$ cat src/rtl/lockdet_pkg.sv
// Package: shared types for the lock detector.
// Assumes: nothing beyond IEEE 1800-2017.
package lockdet_pkg;

    // Which clock's edge is waiting for its partner.
    typedef enum logic [1:0] {
        PEND_NONE = 2'd0,
        PEND_REF  = 2'd1,
        PEND_FB   = 2'd2
    } pend_e;

    // Per-tick outcome reported by the pair timer.
    typedef struct packed {
        logic done;    // a pair completed this tick
        logic in_win;  // the completed pair was inside the window
        logic slip;    // a cycle slip was seen this tick
    } pair_evt_t;

endpackage

$ cat src/rtl/lockdet_edge_sync.sv
// Module: lockdet_edge_sync
// Brings one slow asynchronous clock into the sampling domain through
// STAGES flops and flags its rising edge for one sampling tick.
// Assumes: the input stays high and low for at least two sampling ticks each.
module lockdet_edge_sync #(
    parameter int STAGES = 2
) (
    input  logic clk,
    input  logic rst_n,
    input  logic async_i,
    output logic rise_o
);
    localparam int LAST = STAGES;

    logic [LAST:0] shift_q;

    // Purpose: synchroniser chain plus one delay flop for edge detection.
    always_ff @(posedge clk) begin
        if (!rst_n) shift_q <= '0;
        else        shift_q <= {shift_q[LAST-1:0], async_i};
    end

    // Purpose: rising edge = newest synchronised sample high, older low.
    always_comb rise_o = shift_q[LAST-1] & ~shift_q[LAST];

endmodule

$ cat src/rtl/lockdet_pair_timer.sv
// Module: lockdet_pair_timer
// Pairs reference and feedback rising edges, measures their separation in
// sampling ticks from whichever edge arrives first, and reports completion,
// window result and cycle slips one tick later.
// Assumes: edge pulses are single-tick; clr_i acts like a synchronous clear.
module lockdet_pair_timer
    import lockdet_pkg::*;
#(
    parameter int WIN_W = 3
) (
    input  logic             clk,
    input  logic             rst_n,
    input  logic             clr_i,
    input  logic             ref_rise_i,
    input  logic             fb_rise_i,
    input  logic [WIN_W-1:0] win_i,
    output pair_evt_t        evt_o
);
    localparam int               SEP_W   = WIN_W + 1;
    localparam logic [SEP_W-1:0] SEP_MAX = '1;

    pend_e            pend_q, pend_d;
    logic [SEP_W-1:0] sep_q, sep_d, sep_inc, meas;
    logic [SEP_W-1:0] win_ext;
    pair_evt_t        evt_q, evt_d;

    // Purpose: saturating tick count since the first edge of the pair.
    always_comb begin
        sep_inc = (sep_q == SEP_MAX) ? SEP_MAX : sep_q + 1'b1;
        win_ext = {1'b0, win_i};
    end

    // Purpose: pairing state machine; slip takes priority over completion.
    always_comb begin
        pend_d = pend_q;
        sep_d  = sep_inc;
        meas   = '0;
        evt_d  = '0;
        unique case (pend_q)
            PEND_NONE: begin
                if (ref_rise_i && fb_rise_i) begin
                    evt_d.done = 1'b1;
                    meas       = '0;
                end else if (ref_rise_i) begin
                    pend_d = PEND_REF;
                    sep_d  = '0;
                end else if (fb_rise_i) begin
                    pend_d = PEND_FB;
                    sep_d  = '0;
                end
            end
            PEND_REF: begin
                if (ref_rise_i) begin
                    evt_d.slip = 1'b1;
                    pend_d     = fb_rise_i ? PEND_NONE : PEND_REF;
                    sep_d      = '0;
                end else if (fb_rise_i) begin
                    evt_d.done = 1'b1;
                    meas       = sep_inc;
                    pend_d     = PEND_NONE;
                end
            end
            PEND_FB: begin
                if (fb_rise_i) begin
                    evt_d.slip = 1'b1;
                    pend_d     = ref_rise_i ? PEND_NONE : PEND_FB;
                    sep_d      = '0;
                end else if (ref_rise_i) begin
                    evt_d.done = 1'b1;
                    meas       = sep_inc;
                    pend_d     = PEND_NONE;
                end
            end
            default: pend_d = PEND_NONE;
        endcase
        evt_d.in_win = evt_d.done && (meas <= win_ext);
    end

    // Purpose: state and registered event outputs.
    always_ff @(posedge clk) begin
        if (!rst_n || clr_i) begin
            pend_q <= PEND_NONE;
            sep_q  <= '0;
            evt_q  <= '0;
        end else begin
            pend_q <= pend_d;
            sep_q  <= sep_d;
            evt_q  <= evt_d;
        end
    end

    always_comb evt_o = evt_q;

endmodule

$ cat src/rtl/lockdet_counter.sv
// Module: lockdet_counter
// Counts consecutive in-window pairs up to the target (saturating) and
// holds the internal lock state; any miss or slip clears both.
// Assumes: events arrive at most once per tick.
module lockdet_counter
    import lockdet_pkg::*;
#(
    parameter int CNT_W = 4
) (
    input  logic             clk,
    input  logic             rst_n,
    input  logic             clr_i,
    input  pair_evt_t        evt_i,
    input  logic [CNT_W-1:0] target_i,
    output logic [CNT_W-1:0] cnt_o,
    output logic             lock_o
);
    localparam logic [CNT_W-1:0] ONE = {{(CNT_W-1){1'b0}}, 1'b1};

    logic [CNT_W-1:0] tgt_eff, cnt_q, cnt_d;
    logic             lock_q, lock_d;

    // Purpose: a zero target behaves as one.
    always_comb tgt_eff = (target_i == '0) ? ONE : target_i;

    // Purpose: next count and lock state from this tick's pair event.
    always_comb begin
        cnt_d  = cnt_q;
        lock_d = lock_q;
        if (evt_i.slip || (evt_i.done && !evt_i.in_win)) begin
            cnt_d  = '0;
            lock_d = 1'b0;
        end else if (evt_i.done) begin
            cnt_d  = (cnt_q >= tgt_eff) ? tgt_eff : cnt_q + 1'b1;
            lock_d = (cnt_d >= tgt_eff);
        end
    end

    // Purpose: count and lock registers.
    always_ff @(posedge clk) begin
        if (!rst_n || clr_i) begin
            cnt_q  <= '0;
            lock_q <= 1'b0;
        end else begin
            cnt_q  <= cnt_d;
            lock_q <= lock_d;
        end
    end

    always_comb begin
        cnt_o  = cnt_q;
        lock_o = lock_q;
    end

endmodule

$ cat src/rtl/lockdet_top.sv
// Module: lockdet_top
// Digital lock detector: synchronises the two phase-detector clocks,
// times each edge pair and raises lock after a run of in-window pairs.
// Assumes: clk is several times faster than both monitored clocks.
module lockdet_top
    import lockdet_pkg::*;
#(
    parameter int WIN_W       = 3,
    parameter int CNT_W       = 4,
    parameter int SYNC_STAGES = 2
) (
    input  logic             clk,
    input  logic             rst_n,
    input  logic             ref_clk_i,
    input  logic             fb_clk_i,
    input  logic [WIN_W-1:0] win_i,
    input  logic [CNT_W-1:0] target_i,
    input  logic             fb_valid_i,
    input  logic             pwrdn_i,
    output logic             lock_o
);
    localparam int N_CLK = 2;

    logic [N_CLK-1:0] clk_in, rise;
    pair_evt_t        pr_evt;
    logic             pr_done, pr_in_win, pr_slip;
    logic [CNT_W-1:0] lk_cnt;
    logic             lk_state;

    // Purpose: index 0 is the reference clock, index 1 the feedback clock.
    always_comb clk_in = {fb_clk_i, ref_clk_i};

    for (genvar g = 0; g < N_CLK; g++) begin : g_sync
        lockdet_edge_sync #(.STAGES(SYNC_STAGES)) sync_i (
            .clk     (clk),
            .rst_n   (rst_n),
            .async_i (clk_in[g]),
            .rise_o  (rise[g])
        );
    end

    lockdet_pair_timer #(.WIN_W(WIN_W)) timer_i (
        .clk        (clk),
        .rst_n      (rst_n),
        .clr_i      (pwrdn_i),
        .ref_rise_i (rise[0]),
        .fb_rise_i  (rise[1]),
        .win_i      (win_i),
        .evt_o      (pr_evt)
    );

    lockdet_counter #(.CNT_W(CNT_W)) counter_i (
        .clk      (clk),
        .rst_n    (rst_n),
        .clr_i    (pwrdn_i),
        .evt_i    (pr_evt),
        .target_i (target_i),
        .cnt_o    (lk_cnt),
        .lock_o   (lk_state)
    );

    // Purpose: split event fields for observation; gate the flag output.
    always_comb begin
        pr_done   = pr_evt.done;
        pr_in_win = pr_evt.in_win;
        pr_slip   = pr_evt.slip;
        lock_o    = lk_state & fb_valid_i & ~pwrdn_i;
    end

endmodule

$ cat config.mk
export PLATFORM = sky130hd
export DESIGN_NAME = lockdet_top
export DESIGN_NICKNAME = d
export VERILOG_FILES = /design/src/rtl/lockdet_pkg.sv /design/src/rtl/lockdet_edge_sync.sv /design/src/rtl/lockdet_pair_timer.sv /design/src/rtl/lockdet_counter.sv /design/src/rtl/lockdet_top.sv
export SDC_FILE = /design/constraint.sdc
export NUM_CORES = 1
export LEC_CHECK = 0
export CORE_AREA = 2 2 59 61
export CTS_CLUSTER_DIAMETER = 100
export DETAILED_ROUTE_END_ITERATION = 8
export DIE_AREA = 0 0 61 63
export PLACE_DENSITY = 0.57
export SYNTH_ARGS = -nofsm -noshare
export SYNTH_HDL_FRONTEND = slang
export SYNTH_SLANG_ARGS = --single-unit
$ cat constraint.sdc
create_clock -name clk -period 2.3 [get_ports clk]
set_input_delay 0.46 -clock clk [delete_from_list [all_inputs] [get_ports clk]]
set_output_delay 0.46 -clock clk [all_outputs]
set_load 0.01 [all_outputs]
==> flow_summary.toml, run 1 <==
[clock_tree]
cts_tree = "built"
cts_buffer_depth = 2
cts.hold.buffers_added = 0
h-tree-depth = 1
numCtsBuffers = 3
cts_root_buf = "clkbuf_4"
cts_sinks = 20
clkTransAtPathRegs_ns = 0.11
clk_latency_ns = 0.29

[synth]
synthAdderAreaFrac_pct = 17.5
syn_area_sq_um = 1220
synth_top_family_by_area = "simple AND/OR/NAND/NOR gates"
synth_top_area_share_pct = 32.9
synthCells = 149
synth_warnings = 0
syn-num-nets = 179
synth.distinct_cells = 28
post-synth-top-area-cell = "dfxtp_1"
ys_top_cells_by_area = "dfxtp_1 33%, ha_1 17%, nor2_1 5.2%, o21ai_0 4.9%, inv_1 4.0%"
avgSynthCellArea_sq_um = 8.18
synth-compound-area-share_pct = 19.8
synth.area.mux_share_pct = 1.23
ys_seq_elements = 20
synthXorXnorAreaFrac_pct = 0
synth-simple-area-share_pct = 23.8
seq_area_frac_synth_pct = 32.9

[layout]
utilization_pct = 48.7
multi_input_area_sq_um = 830
seqCellArea_sq_um = 400
num_antenna_cells = 0
final_layout_size_suffix_gt1_share_pct = 18.9
area.growth.synth_to_final_pct = 29.2
postLayoutCellArea_sq_um = 1570
fill_cells = 320
nNetsFinal = 206

[critical_path]
critPathCaptureType = "flip-flop"
critPathMaxFanout = 2
start_kind = "input pin"
rr_worst_depth = 10
critical_path.cell_chain = "clkdlybuf4s15_1 -> a31o_4 -> ha_4 -> o21ai_1 -> a211o_1 -> mux2_4 -> ha_4 -> o21ai_2 -> a21oi_2 -> nor2_1 -> a211oi_1"
crit_start = "target_i[0]"
crit_arrival_ns = 2.49
r2r_start = "counter_i.cnt_o[0]"
cp.required_ns = 2.52
path_common_cell = "ha_4"
slowest_stage = "mux2_4"
max_stage_delay_ns = 0.33
critPathKind = "input pin to flip-flop"

[placed_design]
hpwl_um = 1890
place.gp.congestion = 0.808
port-buffer-count = 13
placed_area_sq_um = 1470

[sta]
clock_skew_ns = 0.00191
period_needed_ns = 2.27
slew_violations = 0
finalSetupViolations = 0
final-hold-violation-count = 0
grt_setup_unrepaired = "true"
timing.slew.headroom_pct = 76.5
min_period_over_period_pct = 98.8
tightest_slew_ns = 0.351
fmax_mhz = 440

[pwr]
max-vdd-ir-drop_uv = 238
powerDensity_nw_per_um2 = 419
power.leakage_uw = 0.000653

[global_routing]
grt_pass1_wl_um = 4310
overflow = 0
grt_pass1_vias = 1038
grt_max_degree = 12
grt_usage_pct = 14.4
antenna_found_initial = 0

[routing]
drt_pass1_iterations = 4
drc_errors = 0
avgViaCountPerCell = 5.01
ant_nets = 0
routedWlPerCell_um = 11.5
drt_wl_total_um = 2530
vias = 1108
drt-initial-drc-count = 37

[min_path]
min_from = "g_sync[1].sync_i.shift_q[0]"
hold_depth = 1
hp-class = "flip-flop to flip-flop"

[job]
max-cap-violations = 0

[floorplan]
dieArea_sq_um = 3840
die_w_um = 61
coreArea_sq_um = 3230
pin_count = 14
rows = 21
die_h_um = 63
start_util_pct = 37.7

[run_status]
outcome = "complete, no violations"
[worst max-delay path: cells and delay by family]
family                   cells  cell delay [ns]
AO/OA/AOI/OAI                6             0.96
buffers and inverters        1             0.17
adder cells (fa/ha/maj)      2             0.53
multiplexers                 1             0.33
AND/OR/NAND/NOR              1             0.05
[cells by family (layout without fill, tap and decap cells)]
family,Yosys count,count (layout)
AND/OR/NAND/NOR,58,58
AO/OA/AOI/OAI,38,38
flip-flops,20,20
adder cells (fa/ha/maj),17,17
buffers and inverters,15,41
multiplexers,1,1
[state kept, by name, indices dropped and copies added (netlist names)]
register,count
g_sync.sync_i.shift_q,6
timer_i.sep_q,4
counter_i.lock_o,1
timer_i.pend_q,2
timer_i.evt_o,3
counter_i.cnt_o,4
[through the flow]
| step | total power [uW] | cells | setup WS [ns] | hold slack, ns | setup TNS (ns) |
|---|---|---|---|---|---|
| after floorplan | 412 | 149 | -0.164 | 0.412 | -0.164 |
| after global placement | 453 | 216 | -0.707 | 0.413 | -1.58 |
| after detailed placement | 456 | 216 | -0.766 | 0.419 | -1.75 |
| after CTS | 661 | 221 | 0.0217 | 0.446 | 0 |
| after global routing | 696 | 221 | -0.0287 | 0.465 | -0.0287 |
| final | 660 | 221 | 0.0275 | 0.442 | 0 |
[layout make-up]
class | instances | area share, %
clock buffers | 4 | 2.31
inverters | 13 | 3.10
multi-input cells | 114 | 52.7
flip-flops and latches | 20 | 25.4
well taps | 46 | 3.66
repair buffers | 24 | 12.8
[routing by layer]
metal  part of all wire [%]  GRT usage, %
met4                   0.83          3.26
met5                      0             0
met2                     47          23.0
met1                     49          19.1
met3                    3.4          3.73
[synth_stat cells]
library cell,instances
buf_2,2
a31o_2,1
a22oi_1,1
nor2b_1,4
nor3_1,6
a211o_1,2
nor2_1,17
o21a_1,1
nand2b_1,3
nand3b_1,2
nand2_1,9
a21oi_1,7
inv_1,13
nand3_1,6
and3b_1,1
o21ai_0,12
ha_1,17
mux2_4,1
a311oi_1,1
or2_2,1
nor3b_1,2
a211oi_1,4
and2_1,7
a2bb2oi_1,2
a22o_1,1
a21o_1,2
a31oi_1,4
dfxtp_1,20
[final timing paths]
| kind | to | slack, ns |
|---|---|---|
| min reg2reg | g_sync[1].sync_i.shift_q[1] | 0.44 |
| min | g_sync[1].sync_i.shift_q[1] | 0.44 |
| max reg2reg | counter_i.lock_o | 0.15 |
| max | counter_i.lock_o | 0.03 |
[timing repair]
action                                  CTS  global route
endpoints found under the setup margin    1             2
buffers inserted                          1             0
pin swaps                                 7             6
endpoints found under the hold margin     0             0
gates resized for setup                  28             9
[placed cells by master (no fill, tap or decap), types with 5 or more instances in the layout]
master and instances:
dfxtp_1 20, nor2_1 17, ha_1 14, inv_1 10, buf_4 10, nand2_1 9
clkdlybuf4s50_1 9, and2_1 7, nor3_1 6, a21oi_1 6, nand3_1 5
[power by group]
part / internal [uW] / total (uW) / switching, uW / leakage, uW
clock network: 96.5 / 199 / 103 / 0.0000210
logic: 55.1 / 102 / 47.4 / 0.000469
registers: 353 / 358 / 4.55 / 0.000162
total: 505 / 660 / 155 / 0.000653
Note: power is estimated with default switching activity, not from simulation.
==> inputs of run 2 (changes only) <==
--- a/config.mk
+++ b/config.mk
@@ -13,3 +13,4 @@
 export SYNTH_ARGS = -nofsm -noshare
 export SYNTH_HDL_FRONTEND = slang
 export SYNTH_SLANG_ARGS = --single-unit
+export TNS_END_PERCENT = 100
==> results of run 2 <==
Final layout, timing and power as in run 1 (identical DEF).
